[src/rtl/wdt_guard_pkg.sv]
package wdt_guard_pkg;

   localparam int SEL_W = 4;

   typedef struct packed {
      logic             valid;
      logic             arm;
      logic             run;
      logic [SEL_W-1:0] sel;
   } wdt_wr_t;

   typedef enum logic [1:0] {
      WK_NONE   = 2'd0,
      WK_ARM    = 2'd1,
      WK_DATA   = 2'd2,
      WK_BOGUS  = 2'd3
   } wdt_wkind_e;

endpackage

[src/rtl/wdt_unlock_win.sv]
module wdt_unlock_win #(
   parameter int WIN = 4
) (
   input  logic clk,
   input  logic rst_n,
   input  logic open_req,
   input  logic commit,
   output logic arm
);
   localparam int CW = $clog2(WIN + 1);

   logic [CW-1:0] left_q;

   always_ff @(posedge clk) begin
      if (!rst_n) begin
         left_q <= '0;
      end else if (open_req) begin
         left_q <= CW'(WIN);
      end else if (commit) begin
         left_q <= '0;
      end else if (left_q != '0) begin
         left_q <= left_q - CW'(1);
      end
   end

   assign arm = (left_q != '0);

endmodule

[src/rtl/wdt_cfg_reg.sv]
module wdt_cfg_reg
   import wdt_guard_pkg::*;
(
   input  logic             clk,
   input  logic             rst_n,
   input  logic             lvl2,
   input  wdt_wr_t          req,
   input  logic             win_open,
   output logic             open_req,
   output logic             commit,
   output logic             run_eff,
   output logic [SEL_W-1:0] sel_q
);
   wdt_wkind_e       kind;
   logic             run_q;
   logic             run_d;
   logic [SEL_W-1:0] sel_d;

   always_comb begin
      if (!req.valid)                kind = WK_NONE;
      else if (req.arm && req.run)   kind = WK_ARM;
      else if (req.arm)              kind = WK_BOGUS;
      else                           kind = WK_DATA;
   end

   assign open_req = (kind == WK_ARM);
   assign commit   = (kind == WK_DATA) && win_open;

   always_comb begin
      run_d = run_q;
      sel_d = sel_q;
      if (lvl2) begin
         if (commit) sel_d = req.sel;
      end else begin
         unique case (kind)
            WK_ARM:  run_d = 1'b1;
            WK_DATA: begin
               sel_d = req.sel;
               run_d = win_open ? req.run : (run_q | req.run);
            end
            default: ;
         endcase
      end
   end

   always_ff @(posedge clk) begin
      if (!rst_n) begin
         run_q <= 1'b0;
         sel_q <= '0;
      end else begin
         run_q <= run_d;
         sel_q <= sel_d;
      end
   end

   assign run_eff = lvl2 | run_q;

endmodule

[src/rtl/wdt_prescale.sv]
module wdt_prescale #(
   parameter int BASE_LOG  = 11,
   parameter int NUM_CODES = 10,
   parameter int SEL_W     = 4
) (
   input  logic             clk,
   input  logic             rst_n,
   input  logic             en,
   input  logic             tick,
   input  logic             kick,
   input  logic [SEL_W-1:0] sel,
   output logic             fire
);
   localparam int CNT_W = BASE_LOG + NUM_CODES - 1;

   logic [CNT_W-1:0]     cnt_q;
   logic [NUM_CODES-1:0] tap;
   logic [SEL_W-1:0]     code_c;
   logic                 hit;

   for (genvar i = 0; i < NUM_CODES; i++) begin : g_tap
      assign tap[i] = &cnt_q[BASE_LOG+i-1:0];
   end

   if (NUM_CODES == (1 << SEL_W)) begin : g_full
      assign code_c = sel;
   end else begin : g_clamp
      assign code_c = (sel >= SEL_W'(NUM_CODES)) ? SEL_W'(NUM_CODES - 1) : sel;
   end

   assign hit = tap[code_c];

   always_ff @(posedge clk) begin
      if (!rst_n) begin
         cnt_q <= '0;
         fire  <= 1'b0;
      end else if (!en || kick) begin
         cnt_q <= '0;
         fire  <= 1'b0;
      end else if (tick) begin
         if (hit) begin
            cnt_q <= '0;
            fire  <= 1'b1;
         end else begin
            cnt_q <= cnt_q + CNT_W'(1);
            fire  <= 1'b0;
         end
      end else begin
         fire <= 1'b0;
      end
   end

endmodule

[src/rtl/wdt_guard.sv]
module wdt_guard
   import wdt_guard_pkg::*;
#(
   parameter int BASE_LOG   = 11,
   parameter int NUM_CODES  = 10,
   parameter int UNLOCK_CYC = 4
) (
   input  logic             clk,
   input  logic             rst_n,
   input  logic             safe_lvl2,
   input  logic             osc_tick,
   input  logic             kick,
   input  logic             wr_en,
   input  logic             wr_arm,
   input  logic             wr_run,
   input  logic [SEL_W-1:0] wr_sel,
   output logic             rd_arm,
   output logic             rd_run,
   output logic [SEL_W-1:0] rd_sel,
   output logic             rst_pulse
);
   if (BASE_LOG < 1) begin : g_bad_base
      $error("wdt_guard: BASE_LOG must be at least 1");
   end
   if (NUM_CODES < 1 || NUM_CODES > (1 << SEL_W)) begin : g_bad_codes
      $error("wdt_guard: NUM_CODES must be 1..2**SEL_W");
   end
   if (UNLOCK_CYC < 1) begin : g_bad_win
      $error("wdt_guard: UNLOCK_CYC must be at least 1");
   end

   wdt_wr_t req;
   logic    open_req;
   logic    commit;
   logic    win_open;
   logic    run_eff;

   assign req = '{valid: wr_en, arm: wr_arm, run: wr_run, sel: wr_sel};

   wdt_unlock_win #(.WIN(UNLOCK_CYC)) u_win (
      .clk      (clk),
      .rst_n    (rst_n),
      .open_req (open_req),
      .commit   (commit),
      .arm      (win_open)
   );

   wdt_cfg_reg u_cfg (
      .clk      (clk),
      .rst_n    (rst_n),
      .lvl2     (safe_lvl2),
      .req      (req),
      .win_open (win_open),
      .open_req (open_req),
      .commit   (commit),
      .run_eff  (run_eff),
      .sel_q    (rd_sel)
   );

   wdt_prescale #(
      .BASE_LOG  (BASE_LOG),
      .NUM_CODES (NUM_CODES),
      .SEL_W     (SEL_W)
   ) u_pre (
      .clk   (clk),
      .rst_n (rst_n),
      .en    (run_eff),
      .tick  (osc_tick),
      .kick  (kick),
      .sel   (rd_sel),
      .fire  (rst_pulse)
   );

   assign rd_arm = win_open;
   assign rd_run = run_eff;

endmodule

[config.mk]
export PLATFORM = sky130hd
export DESIGN_NAME = wdt_guard
export DESIGN_NICKNAME = d
export VERILOG_FILES = /design/src/rtl/wdt_guard_pkg.sv /design/src/rtl/wdt_unlock_win.sv /design/src/rtl/wdt_cfg_reg.sv /design/src/rtl/wdt_prescale.sv /design/src/rtl/wdt_guard.sv
export SDC_FILE = /design/constraint.sdc
export NUM_CORES = 1
export LEC_CHECK = 0
export BUFFER_PORTS_ARGS = -buffer_cell sky130_fd_sc_hd__buf_2
export CORE_ASPECT_RATIO = 2
export CORE_MARGIN = 3
export CORE_UTILIZATION = 51
export DETAILED_ROUTE_END_ITERATION = 10
export GPL_TIMING_DRIVEN = 1
export PLACE_DENSITY = 0.71
export SLEW_MARGIN = 20
export SYNTH_ARGS = -nofsm -noshare
export SYNTH_HDL_FRONTEND = slang
export SYNTH_SLANG_ARGS = --single-unit
[constraint.sdc]
create_clock -name clk -period 2 [get_ports clk]
set_input_delay 0.2 -clock clk [delete_from_list [all_inputs] [get_ports clk]]
set_output_delay 0.2 -clock clk [all_outputs]
set_load 0.05 [all_outputs]
==> impl_results.md, run 1 <==
- Outcome: finished with violations
- Failing checks: negative setup slack
- Gate count after technology mapping: 177
- Mean instance size in the synthesized netlist: 9.15 sq um
- Area of combinational cells with multiple inputs: 993 sq um
- Total length of routed wires: 4.19 mm
- Full die area: 3930 sq um
- Share of cells above drive strength 1: 0.307
- Via count: 1533
- Switching share of total power: 0.324
- Clock root buffer master: clkbuf_8
- Clock slew at the register clock pins of the worst setup and hold paths: 0.07 ns
- Clock latency reported for the late side of the worst-skew pair: 0.29 ns
- Area of the mapped netlist: 1620 sq um
- Ordered cell list for the critical path: nand4_1 > nor4_4 > and2_1 > ha_1 > nor2_1 > a21oi_1 > o221ai_1 > o211ai_2 > buf_6 > clkbuf_16 > a311oi_1
- Slowest cell on the critical path: dfxtp_2
- Clock network fraction of design power: 0.330
- Number of placement rows: 28
- X dimension of the die: 45.9 um
- Slew Viols, Final: 0
- Post-synth EDFFs: 0
- Number of cells in the finished layout apart from fillers: 245
- Via count of the first global-routing pass: approximately 1500
- Max IR drop VDD: 0.000628 V
- Aggregate global-route resource usage: 0.217
- Post-DP HPWL: about 2.8 mm
- Number of buffers created by CTS: 5
- Clock tree sinks: 29
- Max incr delay on CP: 0.36 ns
- Vertical die dimension: 85.7 um
- Largest family of logic cells by synthesized area: simple AND/OR/NAND/NOR gates
- Fin Setup TNS: -2.57 ns
- Combinational power share: 0.277
- Unrepaired setup endpoints after global routing: yes
- Fin util: 0.680
- Required time of the worst setup path: 2.14 ns
- Final critical-path setup slack: -0.146 ns
- Num ports: 19
- Yosys Warn Count: 0
- Floorplan Core Area: 3010 sq um
- Maximum fanout along the worst path: 10
- H-Tree Depth: 2
- Filler cell count: about 260
- Transition time at the pin with the least slew margin: 0.461 ns
- Number of synthesized register bits: 29
- Layout Skew: 0.00687 ns
- Part of the power in registers: 0.393
- Internal portion of total power: 0.00110 W
- Cell total after placement: 233
- Wire length of the first global-routing pass: 6.31 mm
- Syn nets: 193
- Gp weighted congestion: 0.918
- Number of detailed-route iterations in the first pass: 7
- Highest clock frequency the design can meet: 0.466 GHz
- Post-synthesis xor/xnor area fraction: 0.0973
- Net total in the final layout: 230
- Net switching power of the design: 0.000527 W
- PortBufs: 18
- Count of buffer and inverter cells on the critical path: 2
- Total power per unit cell area: ~800 nW/um^2
- Overflow after GRT: 0
- Netlist cell types: 44
- Routed len/inst: about 17 um
- Number of hold buffers added after CTS: 0
- Iteration-0 DRC count of the detailed router: 61
- Most common cell after layout, fill and taps aside: dfxtp_1
- Async SR Flop Fraction: 0
- CP Data Arrival Time: 2.29 ns
- Post-synthesis to final-layout area growth: 26.5%
- Class of the tightest hold or removal check: primary input to flip-flop
- Vias per inst: approximately 6.3
- Normalized max-slew margin: 0.693
- Max Buffers Root-to-Sink: 2
- Endpoints failing setup: 21
- Post-Synth Simple-Gate Area: 0.223
- Storage cell area: ~590 sq um
- Worst setup SP type: flip-flop
- Post-DRT Antenna Nets: 0
- Number of remaining DRC errors: 0
- Share of the yosys chip area belonging to registers: 0.358
- Number of inserted diodes: 0
- Cell family contributing the most delay on the critical path: simple AND/OR/NAND/NOR gates
- Share of the synthesized area in compound gates (AO/OA/AOI/OAI): 0.199
- Initial standard-cell utilization of the core: 0.538
- CTS tree: yes
- Mux share of post-synthesis cell area: 0.0440
- Post-layout min period: 2.15 ns
- Pin count of the biggest net entering global routing: 30
- Antenna violations before repair: 0
- Critical path start-end classification: flip-flop to flip-flop
- Share of the clock period used by the worst path: 1.07
- Count of maximum capacitance violations: 0
- Final Hold Fails: 0
- Area share of fa/ha/maj cells after synthesis: 0.0309
- Commonest non-fill, non-tap cells in the layout: 22 x dfxtp_1, 18 x a311oi_1, 18 x buf_2, 17 x buf_4, 15 x nand2_1
- Endpoint kind of the worst setup timing path: flip-flop
- Commonest register cell after synthesis: dfxtp_1
- P_leak: about 0.8 nW
## registers in the layout, summed over array words and instances, names as in the netlist
register / cells
u_win.left_q: 3
u_pre.cnt_q: 20
u_cfg.sel_q: 4
u_pre.fire: 1
u_cfg.run_q: 1
## worst min-delay path: cells and delay by family
kind,cells,cell delay [ns]
AND/OR/NAND/NOR,1,0.10
multiplexers,1,0.05
buffers and inverters,1,0.07
## metal layers
| layer | global-route usage | up-vias | share of wire |
|---|---|---|---|
| li1 | - | 733 | - |
| met1 | 0.219 | 719 | 0.35 |
| met2 | 0.374 | 64 | 0.56 |
| met3 | 0.0504 | 17 | 0.056 |
| met4 | 0.132 | 0 | 0.033 |
| met5 | 0 | - | 0 |
## power groups by stage
stage | Clock [W] | Combinational (W) | Sequential (W)
final | 0.000537 | 0.000450 | 0.000639
after global routing | 0.000582 | 0.000496 | 0.000643
after CTS | 0.000546 | 0.000427 | 0.000640
after detailed placement | 0 | 0.000425 | 0.000653
after global placement | 0 | 0.000410 | 0.000651
after floorplan | 0 | 0.000312 | 0.000672
## path summary, 6_finish.rpt
path         slack (ns)  cells past startpoint                         start                      endpoint
max               -0.15                     11  u_pre.cnt_q[13]$_SDFFE_PP0P_  u_pre.cnt_q[14]$_SDFFE_PP0P_
min                0.17                      3                     wr_sel[0]   u_cfg.sel_q[0]$_SDFFE_PN0P_
max reg2reg       -0.15                     11  u_pre.cnt_q[13]$_SDFFE_PP0P_  u_pre.cnt_q[14]$_SDFFE_PP0P_
min reg2reg        0.50                      1  u_win.left_q[1]$_SDFFE_PP0N_  u_win.left_q[1]$_SDFFE_PP0N_
## Yosys cell counts (2+ instances only)
| cell | number | share of area |
|---|---|---|
| mux2i_1 | 6 | 0.037 |
| o21ai_0 | 2 | 0.0062 |
| nand4_1 | 6 | 0.023 |
| ha_1 | 4 | 0.031 |
| and4_1 | 3 | 0.016 |
| a21oi_1 | 2 | 0.0062 |
| nand3_1 | 8 | 0.025 |
| xor2_1 | 12 | 0.065 |
| xnor2_1 | 6 | 0.032 |
| and3_1 | 3 | 0.012 |
| a21boi_0 | 3 | 0.014 |
| a311oi_1 | 19 | 0.10 |
| and2_1 | 4 | 0.015 |
| nand2_1 | 15 | 0.035 |
| clkbuf_1 | 6 | 0.014 |
| dfxtp_1 | 29 | 0.36 |
| nand2b_1 | 3 | 0.012 |
| buf_6 | 2 | 0.014 |
| nor3_1 | 2 | 0.0062 |
| inv_1 | 7 | 0.016 |
| nor2_1 | 8 | 0.019 |
| nor2b_1 | 5 | 0.019 |
## repair_timing
item,CTS,global route
pin swaps,0,1
setup endpoints to repair,21,21
gates cloned,0,2
setup buffers,0,2
resized for setup,2,6
## logic make-up (layout without fill, tap and decap cells)
logic type | count (synthesis) | in the layout
fa+ha+maj | 4 | 4
simple gates | 64 | 64
buf+inv | 16 | 54
xor+xnor | 18 | 18
compound gates | 39 | 39
mux | 7 | 7
flops | 29 | 29
## metrics by stage
stage / setup slack (ns) / cell area, sq um / power, W / hold slack, ns
floorplan: 0.000497 / 1640 / 0.000983 / 0.322
global placement: 0.00739 / 1850 / 0.00106 / 0.459
detailed placement: -0.0935 / 1850 / 0.00108 / 0.472
CTS: -0.0520 / 1960 / 0.00161 / 0.173
global route: -0.255 / 2050 / 0.00172 / 0.196
finish: -0.146 / 2050 / 0.00163 / 0.172
## cell type report
cell class                 count  share of cell area
tap                           30              0.0183
clock buffer                   7              0.0470
clock inverter                 1             0.00244
inverter                       7              0.0128
sequential                    29               0.289
timing repair buffer          39               0.146
multi-input combinational    132               0.485
Note: power is estimated with default switching activity, not from simulation.
==> run 2, diff against run 1 <==
--- a/config.mk
+++ b/config.mk
@@ -15,4 +15,5 @@
 export SLEW_MARGIN = 20
 export SYNTH_ARGS = -nofsm -noshare
 export SYNTH_HDL_FRONTEND = slang
+export SYNTH_HIERARCHICAL = 1
 export SYNTH_SLANG_ARGS = --single-unit
==> impl_results.md, run 2 <==
- Outcome: finished with violations
- Failing checks: negative setup slack
- Share of the clock period used by the worst path: 1.09 (+0.0161)
- Antenna violations before repair: 0 (unchanged)
- Total length of routed wires: 3.95 mm (-5.7%)
- P_leak: 0.819 nW (+0.76%)
- Share of the synthesized area in the top cell type: 0.368 (+0.00995)
- Max incr delay on CP: 0.35 ns (about the same)
- Commonest register cell after synthesis: dfxtp_1
- Routed len/inst: 15.2 um (-11%)
- Syn nets: 197 (+2.1%)
- Gp weighted congestion: 0.914 (-0.47%)
- Met1 track demand over resource in global routing: 0.212 (-0.00667)
- Initial standard-cell utilization of the core: 0.536 (-0.00208)
- CP Data Arrival Time: 2.40 ns (+0.11 ns)
- Commonest non-fill, non-tap cells in the layout: 28 x buf_4, 20 x nand2_1, 19 x dfxtp_1, 18 x buf_2, 17 x nor3_1
- Num ports: 19 (unchanged)
- Layout Skew: 0.00486 ns (-0.00201 ns)
- Max reg flops: 20 (unchanged)
- CTS tree: yes
- Met2 Track Usage GR: 0.404 (+0.0300)
- Slew Viols, Final: 0 (unchanged)
- Aggregate global-route resource usage: 0.232 (+0.0145)
- Post-synthesis cell type with the largest combined area: dfxtp_1
- Critical path start-end classification: flip-flop to flip-flop
- Commonest cells in the netlist: 29 x dfxtp_1, 20 x nand2_1, 17 x nor3_1, 13 x nor2_1, 10 x nand4_1
- Hold_sp: wr_sel[2]
- Worst min-delay path endpoint: u_cfg/sel_q[2]$_SDFFE_PN0P_
- Vertical die dimension: 84.6 um (-1.3%)
- X dimension of the die: 45.3 um (-1.2%)
- Minimum setup slack after placement: -0.203 ns (-0.110 ns)
- Overflow after GRT: 0 (unchanged)
- Register-to-register path setup slack: -0.18 ns (-0.03 ns)
- Filler cell count: 237 (-8.1%)
- Largest registers: u_pre/cnt_q x20, u_cfg/sel_q x4, u_win/left_q x3
- Worst setup SP type: flip-flop
- Number of remaining DRC errors: 0 (unchanged)
- Number of synthesized register bits: 29 (unchanged)
- Slowest cell on the critical path: dfxtp_2
- Share of the yosys chip area belonging to registers: 0.368 (+0.00995)
- Post-layout min period: 2.18 ns (+0.0322 ns)
- Count of cells along the worst register-to-register path: 11 (unchanged)
- Met3 track demand over resource: 0.0494 (-0.00106)
- Number of buffers created by CTS: 5 (unchanged)
- Clock slew at the register clock pins of the worst setup and hold paths: 0.06 ns (about the same)
- Final critical-path setup slack: -0.178 ns (-0.0322 ns)
- Max IR drop VDD: 0.000665 V (+5.9%)
- Most common cell in the synthesized netlist: dfxtp_1
- Fin util: 0.699 (+0.0192)
- Area of the mapped netlist: 1580 sq um (-2.7%)
- Min-Delay Path Depth: 3 (unchanged)
- Largest cells by area after synthesis: dfxtp_1 37%, nor3_1 5.4%, xor2_1 5.0%, nand2_1 4.8%, ha_1 4.0%
- Max Buffers Root-to-Sink: 2 (unchanged)
- Clock tree sinks: 29 (unchanged)
- Clock root buffer master: clkbuf_8
- Most common cell after layout, fill and taps aside: buf_4
- Clock latency reported for the late side of the worst-skew pair: 0.28 ns (about the same)
- Yosys Warn Count: 6 (+6)
- Async SR Flop Fraction: 0 (unchanged)
- Full die area: 3840 sq um (-2.4%)
- Fin Setup TNS: -3.30 ns (-0.731 ns)
- Post-DP HPWL: 3.13 mm (+12%)
- Endpoints failing setup: 21 (unchanged)
- Post-DRT Antenna Nets: 0 (unchanged)
- Ordered cell list for the critical path: nand4_4 > nor4_4 > and2_1 > ha_2 > nor3b_1 > a21oi_1 > o2111ai_1 > a41o_1 > a21boi_4 > buf_12 > nor2b_4
- Share of cells above drive strength 1: 0.343 (+0.0365)
- H-Tree Depth: 2 (unchanged)
- Number of inserted diodes: 0 (unchanged)
- Transition time at the pin with the least slew margin: 0.499 ns (+0.0378 ns)
- Total power per unit cell area: 749 nW/um^2 (-5.6%)
- Endpoint kind of the worst setup timing path: flip-flop
- Worst R2R Start: u_pre/cnt_q[6]$_SDFFE_PP0P_
- Unrepaired setup endpoints after global routing: yes
- Highest clock frequency the design can meet: 0.459 GHz (-1.5%)
- Final Hold Fails: 0 (unchanged)
- Mean instance size in the synthesized netlist: 8.76 sq um (-4.3%)
- Via count: 1532 (-0.065%)
- Class of the tightest hold or removal check: primary input to flip-flop
- Net total in the final layout: 246 (+7.0%)
- Number of detailed-route iterations in the first pass: 4 (-3)
- Iteration-0 DRC count of the detailed router: 42 (-31%)
- Count of maximum capacitance violations: 0 (unchanged)
- Pin count of the biggest net entering global routing: 22 (-27%)
- Via count of the first global-routing pass: 1555 (+5.4%)
- Largest Register: u_pre/cnt_q
- Number of placement rows: 28 (unchanged)
- Netlist cell types: 41 (-6.8%)
- Vias per inst: 5.89 (-5.8%)
- Wire length of the first global-routing pass: 6.60 mm (+4.5%)
- Post-synthesis to final-layout area growth: 30.6%
- Normalized max-slew margin: 0.659 (-0.0338)
- Gate count after technology mapping: 180 (+1.7%)
- Reg-to-Reg End: u_pre/fire$_SDFF_PP0_
- Maximum fanout along the worst path: 12 (+2)
- Post-synth EDFFs: 0 (unchanged)
- Required time of the worst setup path: 2.22 ns (+0.08 ns)
- Floorplan Core Area: 2940 sq um (-2.3%)
- PortBufs: 18 (unchanged)
- GRT Max-Usage Layer: met2
[run 2: cell types whose count changed after synthesis, sizes merged, moves of 3 or more]
cell / previous run / this run
nand4: 7 / 12
clkbuf: 6 / 3
and4: 3 / 0
nand2b: 3 / 8
a311oi: 19 / 0
nor3b: 0 / 4
xor2: 12 / 9
nor3: 2 / 17
nor2: 8 / 13
nor2b: 5 / 2
a21oi: 2 / 7
nand2: 15 / 20
nand3: 9 / 6
[run 2: logic make-up after synthesis]
kind of cell / Yosys count / synth area share
buffers and inverters: 12 / 0.0389
and+or+nand+nor: 93 / 0.335
DFF: 29 / 0.368
adders and majority gates: 5 / 0.0397
AOI/OAI and AO/OA: 22 / 0.110
muxes: 4 / 0.0254
xor gates and xnor gates: 15 / 0.0833
[run 2: cell type report]
class | count | area [sq um] | area share
clock buffer | 7 | 96.3 | 0.0468
clock inverter | 1 | 5.00 | 0.00243
inverter | 6 | 22.5 | 0.0109
multi-input combinational | 139 | 970 | 0.471
sequential | 29 | 596 | 0.289
tap | 30 | 37.5 | 0.0182
timing repair buffer | 48 | 332 | 0.161
[run 2: metal layers]
metal	share of wire	vias to the layer above	wire [um]
met5	0	-	0
met4	0.065	0	258
met3	0.049	22	192
met2	0.56	62	2200
met1	0.33	717	1300
li1	-	731	-
[run 2: report_power, final]
group / internal (W) / switching (W) / total, W / leakage, nW
Sequential: 0.000611 / 0.0000245 / 0.000636 / 0.240
Combinational: 0.000128 / 0.000249 / 0.000377 / 0.524
Clock: 0.000310 / 0.000218 / 0.000528 / 0.0542
[run 2: what timing repair did]
item	4_1_cts	5_1_grt
pin swaps	2	2
setup buffers	1	1
hold buffers	0	0
endpoints found under the setup margin	21	21
gates resized for setup	3	3
[run 2: worst max path at each step]
| stage | startpoint | to |
|---|---|---|
| 6_report | u_pre/cnt_q[6]$_SDFFE_PP0P_ | u_pre/fire$_SDFF_PP0_ |
| 5_1_grt | u_pre/cnt_q[6]$_SDFFE_PP0P_ | u_pre/fire$_SDFF_PP0_ |
| 4_1_cts | u_pre/cnt_q[14]$_SDFFE_PP0P_ | u_pre/fire$_SDFF_PP0_ |
| 3_5_place_dp | u_pre/cnt_q[0]$_SDFFE_PP0P_ | u_pre/cnt_q[14]$_SDFFE_PP0P_ |
| 3_3_place_gp | u_pre/cnt_q[0]$_SDFFE_PP0P_ | u_pre/fire$_SDFF_PP0_ |
| 2_1_floorplan | u_pre/cnt_q[3]$_SDFFE_PP0P_ | u_pre/cnt_q[5]$_SDFFE_PP0P_ |
[run 2: worst max-delay path: cells and delay by family, from the launching register on]
family / cells / cell delay, ns
flip-flops: 1 / 0.35
adder cells (fa/ha/maj): 1 / 0.17
AND/OR/NAND/NOR: 5 / 0.74
buffers and inverters: 1 / 0.15
AO/OA/AOI/OAI: 4 / 0.72
[run 2: through the flow]
stage,total power (W),cell area (sq um),hold slack [ns],cells
floorplan,0.000934,1600,0.318,180
global placement,0.00101,1910,0.446,250
detailed placement,0.00103,1910,0.461,250
CTS,0.00156,2040,0.167,259
global route,0.00161,2060,0.173,260
finish,0.00154,2060,0.172,260
